[src/rtl/usb_pkt_pkg.sv]
// Shared constants and types for the USB result packetizer.
// Assumes all result widths are whole bytes.
package usb_pkt_pkg;
    localparam logic [7:0] HDR_BASE = 8'hA0;
    localparam logic [7:0] FTR_BYTE = 8'h5F;

    // Stream enables; bit order is decoded by software, so it is fixed.
    typedef struct packed {
        logic det;
        logic dop;
        logic rng;
    } strm_en_t;
endpackage

[src/rtl/hold_slot.sv]
// Holds the latest result of one optional stream behind a sticky pending flag.
// Assumes take is high only in the cycle a packet opens; new data wins over take.
module hold_slot #(
    parameter int W = 32
) (
    input  logic         clk,
    input  logic         rst_n,
    input  logic         en,
    input  logic         in_vld,
    input  logic [W-1:0] in_data,
    input  logic         take,
    output logic         pend,
    output logic [W-1:0] held
);
    // Capture, overwrite or release the held result.
    always_ff @(posedge clk) begin
        if (!rst_n) begin
            pend <= 1'b0;
            held <= '0;
        end else if (in_vld && en) begin
            pend <= 1'b1;
            held <= in_data;
        end else if (take) begin
            pend <= 1'b0;
        end
    end


    pend_sticky_chk: assert property (@(posedge clk) disable iff (!rst_n)
        pend && !take |=> pend);

    pend_gated_chk: assert property (@(posedge clk) disable iff (!rst_n)
        !pend && !(in_vld && en) |=> !pend);
endmodule

[src/rtl/frame_build.sv]
// Assembles a left-justified packet image and its byte count from held results.
// Purely combinational; assumes all widths are whole bytes.
module frame_build
    import usb_pkt_pkg::*;
#(
    parameter int RNG_W = 32,
    parameter int DOP_W = 32,
    parameter int DET_W = 8,
    parameter int FRM_W = 16 + RNG_W + DOP_W + DET_W,
    parameter int CNT_W = $clog2(FRM_W / 8 + 1)
) (
    input  logic [RNG_W-1:0] rng,
    input  logic [DOP_W-1:0] dop,
    input  logic [DET_W-1:0] det,
    input  logic             has_dop,
    input  logic             has_det,
    output logic [FRM_W-1:0] frame,
    output logic [CNT_W-1:0] nbytes
);
    localparam int BASE_B = 2 + RNG_W / 8;
    localparam int DOP_B  = DOP_W / 8;
    localparam int DET_B  = DET_W / 8;

    logic [7:0] hdr;

    // Pick the section layout from the pending flags.
    always_comb begin
        hdr = HDR_BASE | {6'b0, has_det, has_dop};
        unique case ({has_det, has_dop})
            2'b00: begin
                frame  = {hdr, rng, FTR_BYTE, {(DOP_W + DET_W){1'b0}}};
                nbytes = CNT_W'(BASE_B);
            end
            2'b01: begin
                frame  = {hdr, rng, dop, FTR_BYTE, {DET_W{1'b0}}};
                nbytes = CNT_W'(BASE_B + DOP_B);
            end
            2'b10: begin
                frame  = {hdr, rng, det, FTR_BYTE, {DOP_W{1'b0}}};
                nbytes = CNT_W'(BASE_B + DET_B);
            end
            default: begin
                frame  = {hdr, rng, dop, det, FTR_BYTE};
                nbytes = CNT_W'(BASE_B + DOP_B + DET_B);
            end
        endcase
    end
endmodule

[src/rtl/byte_sender.sv]
// Shifts a loaded packet out one byte per accepted handshake and flags dropped range events.
// Assumes load is only raised while not busy.
module byte_sender #(
    parameter int FRM_W = 88,
    parameter int CNT_W = 4
) (
    input  logic             clk,
    input  logic             rst_n,
    input  logic             load,
    input  logic [FRM_W-1:0] frame_in,
    input  logic [CNT_W-1:0] n_in,
    input  logic             rng_evt,
    input  logic             out_ready,
    output logic [7:0]       out_byte,
    output logic             out_valid,
    output logic             busy,
    output logic             overrun
);
    logic [FRM_W-1:0] sr;
    logic [CNT_W-1:0] cnt;

    assign busy      = (cnt != '0);
    assign out_valid = busy;
    assign out_byte  = sr[FRM_W-1 -: 8];

    // Load a packet or advance on an accepted byte.
    always_ff @(posedge clk) begin
        if (!rst_n) begin
            sr  <= '0;
            cnt <= '0;
        end else if (load) begin
            sr  <= frame_in;
            cnt <= n_in;
        end else if (busy && out_ready) begin
            sr  <= {sr[FRM_W-9:0], 8'h00};
            cnt <= cnt - 1'b1;
        end
    end

    // Record a range event lost to a busy sender.
    always_ff @(posedge clk) begin
        if (!rst_n)                overrun <= 1'b0;
        else if (rng_evt && busy)  overrun <= 1'b1;
    end


    stall_hold_chk: assert property (@(posedge clk) disable iff (!rst_n)
        out_valid && !out_ready |=> out_valid && $stable(out_byte));

    overrun_sticky_chk: assert property (@(posedge clk) disable iff (!rst_n)
        overrun |=> overrun);

    overrun_set_chk: assert property (@(posedge clk) disable iff (!rst_n)
        rng_evt && busy |=> overrun);
endmodule

[src/rtl/usb_result_packer.sv]
// Top of the packetizer: enable register, two pending slots, builder and sender.
// Assumes a single clock domain; a packet opens only on an enabled range event.
module usb_result_packer
    import usb_pkt_pkg::*;
#(
    parameter int RNG_W = 32,
    parameter int DOP_W = 32,
    parameter int DET_W = 8
) (
    input  logic             clk,
    input  logic             rst_n,
    input  logic             ctrl_we,
    input  logic [2:0]       ctrl_wdata,
    output logic [2:0]       ctrl_q,
    input  logic             rng_valid,
    input  logic [RNG_W-1:0] rng_word,
    input  logic             dop_valid,
    input  logic [DOP_W-1:0] dop_word,
    input  logic             det_valid,
    input  logic [DET_W-1:0] det_word,
    output logic [7:0]       out_byte,
    output logic             out_valid,
    input  logic             out_ready,
    output logic             overrun
);
    localparam int FRM_W = 16 + RNG_W + DOP_W + DET_W;
    localparam int CNT_W = $clog2(FRM_W / 8 + 1);

    strm_en_t         en_q;
    logic             busy, start;
    logic             dop_pend, det_pend;
    logic [DOP_W-1:0] dop_held;
    logic [DET_W-1:0] det_held;
    logic [FRM_W-1:0] frame;
    logic [CNT_W-1:0] nbytes;

    assign ctrl_q = en_q;
    assign start  = rng_valid && en_q.rng && !busy;

    // Stream enable register, range only after reset.
    always_ff @(posedge clk) begin
        if (!rst_n)       en_q <= 3'b001;
        else if (ctrl_we) en_q <= ctrl_wdata;
    end

    hold_slot #(.W(DOP_W)) i_dop_slot (
        .clk(clk), .rst_n(rst_n), .en(en_q.dop), .in_vld(dop_valid),
        .in_data(dop_word), .take(start), .pend(dop_pend), .held(dop_held)
    );

    hold_slot #(.W(DET_W)) i_det_slot (
        .clk(clk), .rst_n(rst_n), .en(en_q.det), .in_vld(det_valid),
        .in_data(det_word), .take(start), .pend(det_pend), .held(det_held)
    );

    frame_build #(
        .RNG_W(RNG_W), .DOP_W(DOP_W), .DET_W(DET_W), .FRM_W(FRM_W), .CNT_W(CNT_W)
    ) i_build (
        .rng(rng_word), .dop(dop_held), .det(det_held),
        .has_dop(dop_pend), .has_det(det_pend), .frame(frame), .nbytes(nbytes)
    );

    byte_sender #(.FRM_W(FRM_W), .CNT_W(CNT_W)) i_send (
        .clk(clk), .rst_n(rst_n), .load(start), .frame_in(frame), .n_in(nbytes),
        .rng_evt(rng_valid), .out_ready(out_ready), .out_byte(out_byte),
        .out_valid(out_valid), .busy(busy), .overrun(overrun)
    );


    no_spurious_start_chk: assert property (@(posedge clk) disable iff (!rst_n)
        !out_valid && !rng_valid |=> !out_valid);

    header_first_chk: assert property (@(posedge clk) disable iff (!rst_n)
        $rose(out_valid) |-> out_byte[7:4] == 4'hA);

    ctrl_write_chk: assert property (@(posedge clk) disable iff (!rst_n)
        ctrl_we |=> ctrl_q == $past(ctrl_wdata));
endmodule

[config.mk]
export PLATFORM = sky130hd
export DESIGN_NAME = usb_result_packer
export DESIGN_NICKNAME = d
export VERILOG_FILES = /design/src/rtl/usb_pkt_pkg.sv /design/src/rtl/hold_slot.sv /design/src/rtl/frame_build.sv /design/src/rtl/byte_sender.sv /design/src/rtl/usb_result_packer.sv
export SDC_FILE = /design/constraint.sdc
export NUM_CORES = 1
export LEC_CHECK = 0
export BUFFER_PORTS_ARGS = -buffer_cell sky130_fd_sc_hd__buf_2
export CORE_MARGIN = 1.5
export CORE_UTILIZATION = 55
export CTS_CLUSTER_SIZE = 25
export DETAILED_ROUTE_END_ITERATION = 10
export GPL_TIMING_DRIVEN = 0
export PLACE_DENSITY = 0.78
export SETUP_SLACK_MARGIN = 0.02
export SYNTH_ARGS = -nofsm -noshare
export SYNTH_HDL_FRONTEND = slang
export SYNTH_SLANG_ARGS = --single-unit
[constraint.sdc]
create_clock -name clk -period 2.5 [get_ports clk]
set_clock_uncertainty 0.15 [all_clocks]
set_input_delay 0.125 -clock clk [delete_from_list [all_inputs] [get_ports clk]]
set_output_delay 0.125 -clock clk [all_outputs]
set_load 0.02 [all_outputs]
==> metrics.txt <==
FF/Latch Area 2620 um^2; Reg clk slew, reported paths 0.06 ns; initial antenna violation count 0; DR vias 5,816; first-pass GRT wire length 27,400 um; min cycle time layout 2.29 ns; Layout fillers approximately 640; DR iter-0 viols around 430; mapped cell area 5370 um^2; CTS tree done; Layout area overhead 39.3%; worst endpoint required time approximately 2.8 ns; Yosys reg bits 131; post-CTS setup buffer count 0; commonest non-fill, non-tap cell in the layout nand2_1; Post-synth EDFFs 0; total global routing overflow 0; worst skew pair latency about 0.53 ns; Port Buf Inserts 93; Worst VDD drop 500 uV; Inst Count DP 900; syn nets 762; post-synthesis sequential area ratio 0.488; Async SR Flop Fraction 0; Detailed Route WL 17,200 um; Global Route Usage Sum 0.345; Final setup viols 0; Final Cycle Share 0.918; met3 WL 1220 um; total CTS buffers 17; HP Class input pin to flip-flop; 1st-pass router iterations 6; post-detailed-route wirelength per cell ~17 um; routability congestion estimate 0.939; syn_area_per_cell ~7.9 um^2; RSZ-0062 raised after global routing false; layout cells sized above 1 0.181; met1 WL 6760 um; ANT nets after route 0; most frequent cells in the layout nand2_1 (211), dfxtp_1 (131), buf_2 (106); Die W 102 um; Worst Max-Slew Pin Slew a little under 1 ns; Post-Syn Instances 678; vias in the first global route 5,922; DRC viols 0; crit path max fanout 9; CTS H-tree lvls 4; Post-synth top flop dfxtp_1; DR top layer met4; Core ar. about 9400 um^2; PwrDens 993 nW/um^2; endpoints failing hold 0; Rows 35; Root Driver clkbuf_8; Hold WS 0.0653 ns; status complete, no violations; CP arrival between 2 and 3 ns; Top-Level Pins 95; MaxCap Viol Count 0; met2 wirelength from detailed routing 8620 um; Multi-input gate area 2410 um^2; final cell count without fillers 1,023; CP Launch Type flip-flop; final net count between 900 and 1,000; setup TNS 0 ns; Die Ht 102 um; YS warnings 0; Crit Path Category flip-flop to flip-flop; fmax 436 MHz; antenna cells 0; max-slew violations 0; DR vias/cell 5.69; Pleak 2.83 nW; CTS max path bufs 2; CTS sink count around 130; total chip power 7.43 mW; pin count of the biggest net entering global routing 17; DP Wirelength 10,200 um; die area around 10,000 um^2; Setup crit end kind flip-flop; Slew HR 0.332; library cells used by synthesis 35; Initial Util 0.573
## state kept, by name, indices dropped and copies added, names as in the netlist
register / cells
i_send.sr: 81
i_dop_slot.held: 32
i_det_slot.held: 8
i_send.cnt: 4
ctrl_q: 3
i_det_slot.pend: 1
i_dop_slot.pend: 1
i_send.overrun: 1
## area by class of cell
type / count / area share
plain buffers: 68 / 0.0440
clock buffers: 18 / 0.0558
clock inverters: 14 / 0.0207
inverters: 4 / 0.00201
multi-input cells: 475 / 0.322
flip-flops and latches: 131 / 0.350
well taps: 129 / 0.0216
repair buffers: 184 / 0.184
## worst paths after layout
path	startpoint	endpoint	slack, ns	cells past startpoint
worst max register to register	i_send.cnt[0]$_SDFFE_PN0P_	i_send.sr[83]$_SDFFE_PN0P_	0.21	6
worst max-delay path	i_send.cnt[0]$_SDFFE_PN0P_	i_send.sr[83]$_SDFFE_PN0P_	0.21	6
worst min-delay path	dop_valid	i_dop_slot.held[6]$_SDFFE_PN0P_	0.07	5
worst min register to register	i_send.sr[40]$_SDFFE_PN0P_	i_send.sr[40]$_SDFFE_PN0P_	0.31	2
## cells by family after synthesis
kind of cell | share of synthesized area
muxes | 0.0219
adders and majority gates | 0.00466
DFF | 0.488
buffers and inverters | 0.0638
xor gates and xnor gates | 0.00163
and+or+nand+nor | 0.194
AOI/OAI and AO/OA | 0.226
## routing by layer
metal	track usage	vias to the layer above
met5	0	-
met4	0.165	0
met3	0.0725	62
met2	0.610	318
met1	0.399	2689
li1	-	2747
## where the power goes
group | switching, mW | internal, mW | leakage [nW]
sequential | 0.322 | 2.64 | 1.07
clock | 0.965 | 1.43 | 0.276
combinational | 1.26 | 0.811 | 1.48
total | 2.55 | 4.88 | 2.83
## cell usage after synthesis, drive strengths merged, types with 7 or more instances
master	number	area [um^2]
buf	31	189
nor2	20	77.6
a21oi	71	355
clkbuf	37	139
nand3	9	45.0
a22oi	7	52.6
a311oi	25	219
a31oi	39	244
o21ai	47	235
a211oi	8	60.1
nand2	211	792
dfxtp	131	2620
## worst max-delay path, cell delays in order (launching register included)
cell and delay [ns]:
dfxtp_1 0.33, inv_1 0.08, ha_1 0.15, nor3b_4 0.32
mux2i_1 0.86, a22oi_1 0.17, nor2_1 0.17
## through the flow
step / util / setup slack (ns) / instance area, um^2
final: 0.799 / 0.206 / 7490
after global routing: 0.799 / 0.112 / 7490
after CTS: 0.799 / 0.121 / 7480
after detailed placement: 0.640 / 0.145 / 6000
after global placement: 0.640 / 0.163 / 6000
after floorplan: - / 0.589 / 5370
## repair_timing
item / CTS / global route
endpoints found under the hold margin: 79 / 0
setup endpoints to repair: 0 / 19
resized for setup: 0 / 2
hold buffers: 91 / 0
No activity file was read; power rests on OpenSTA's default activity.
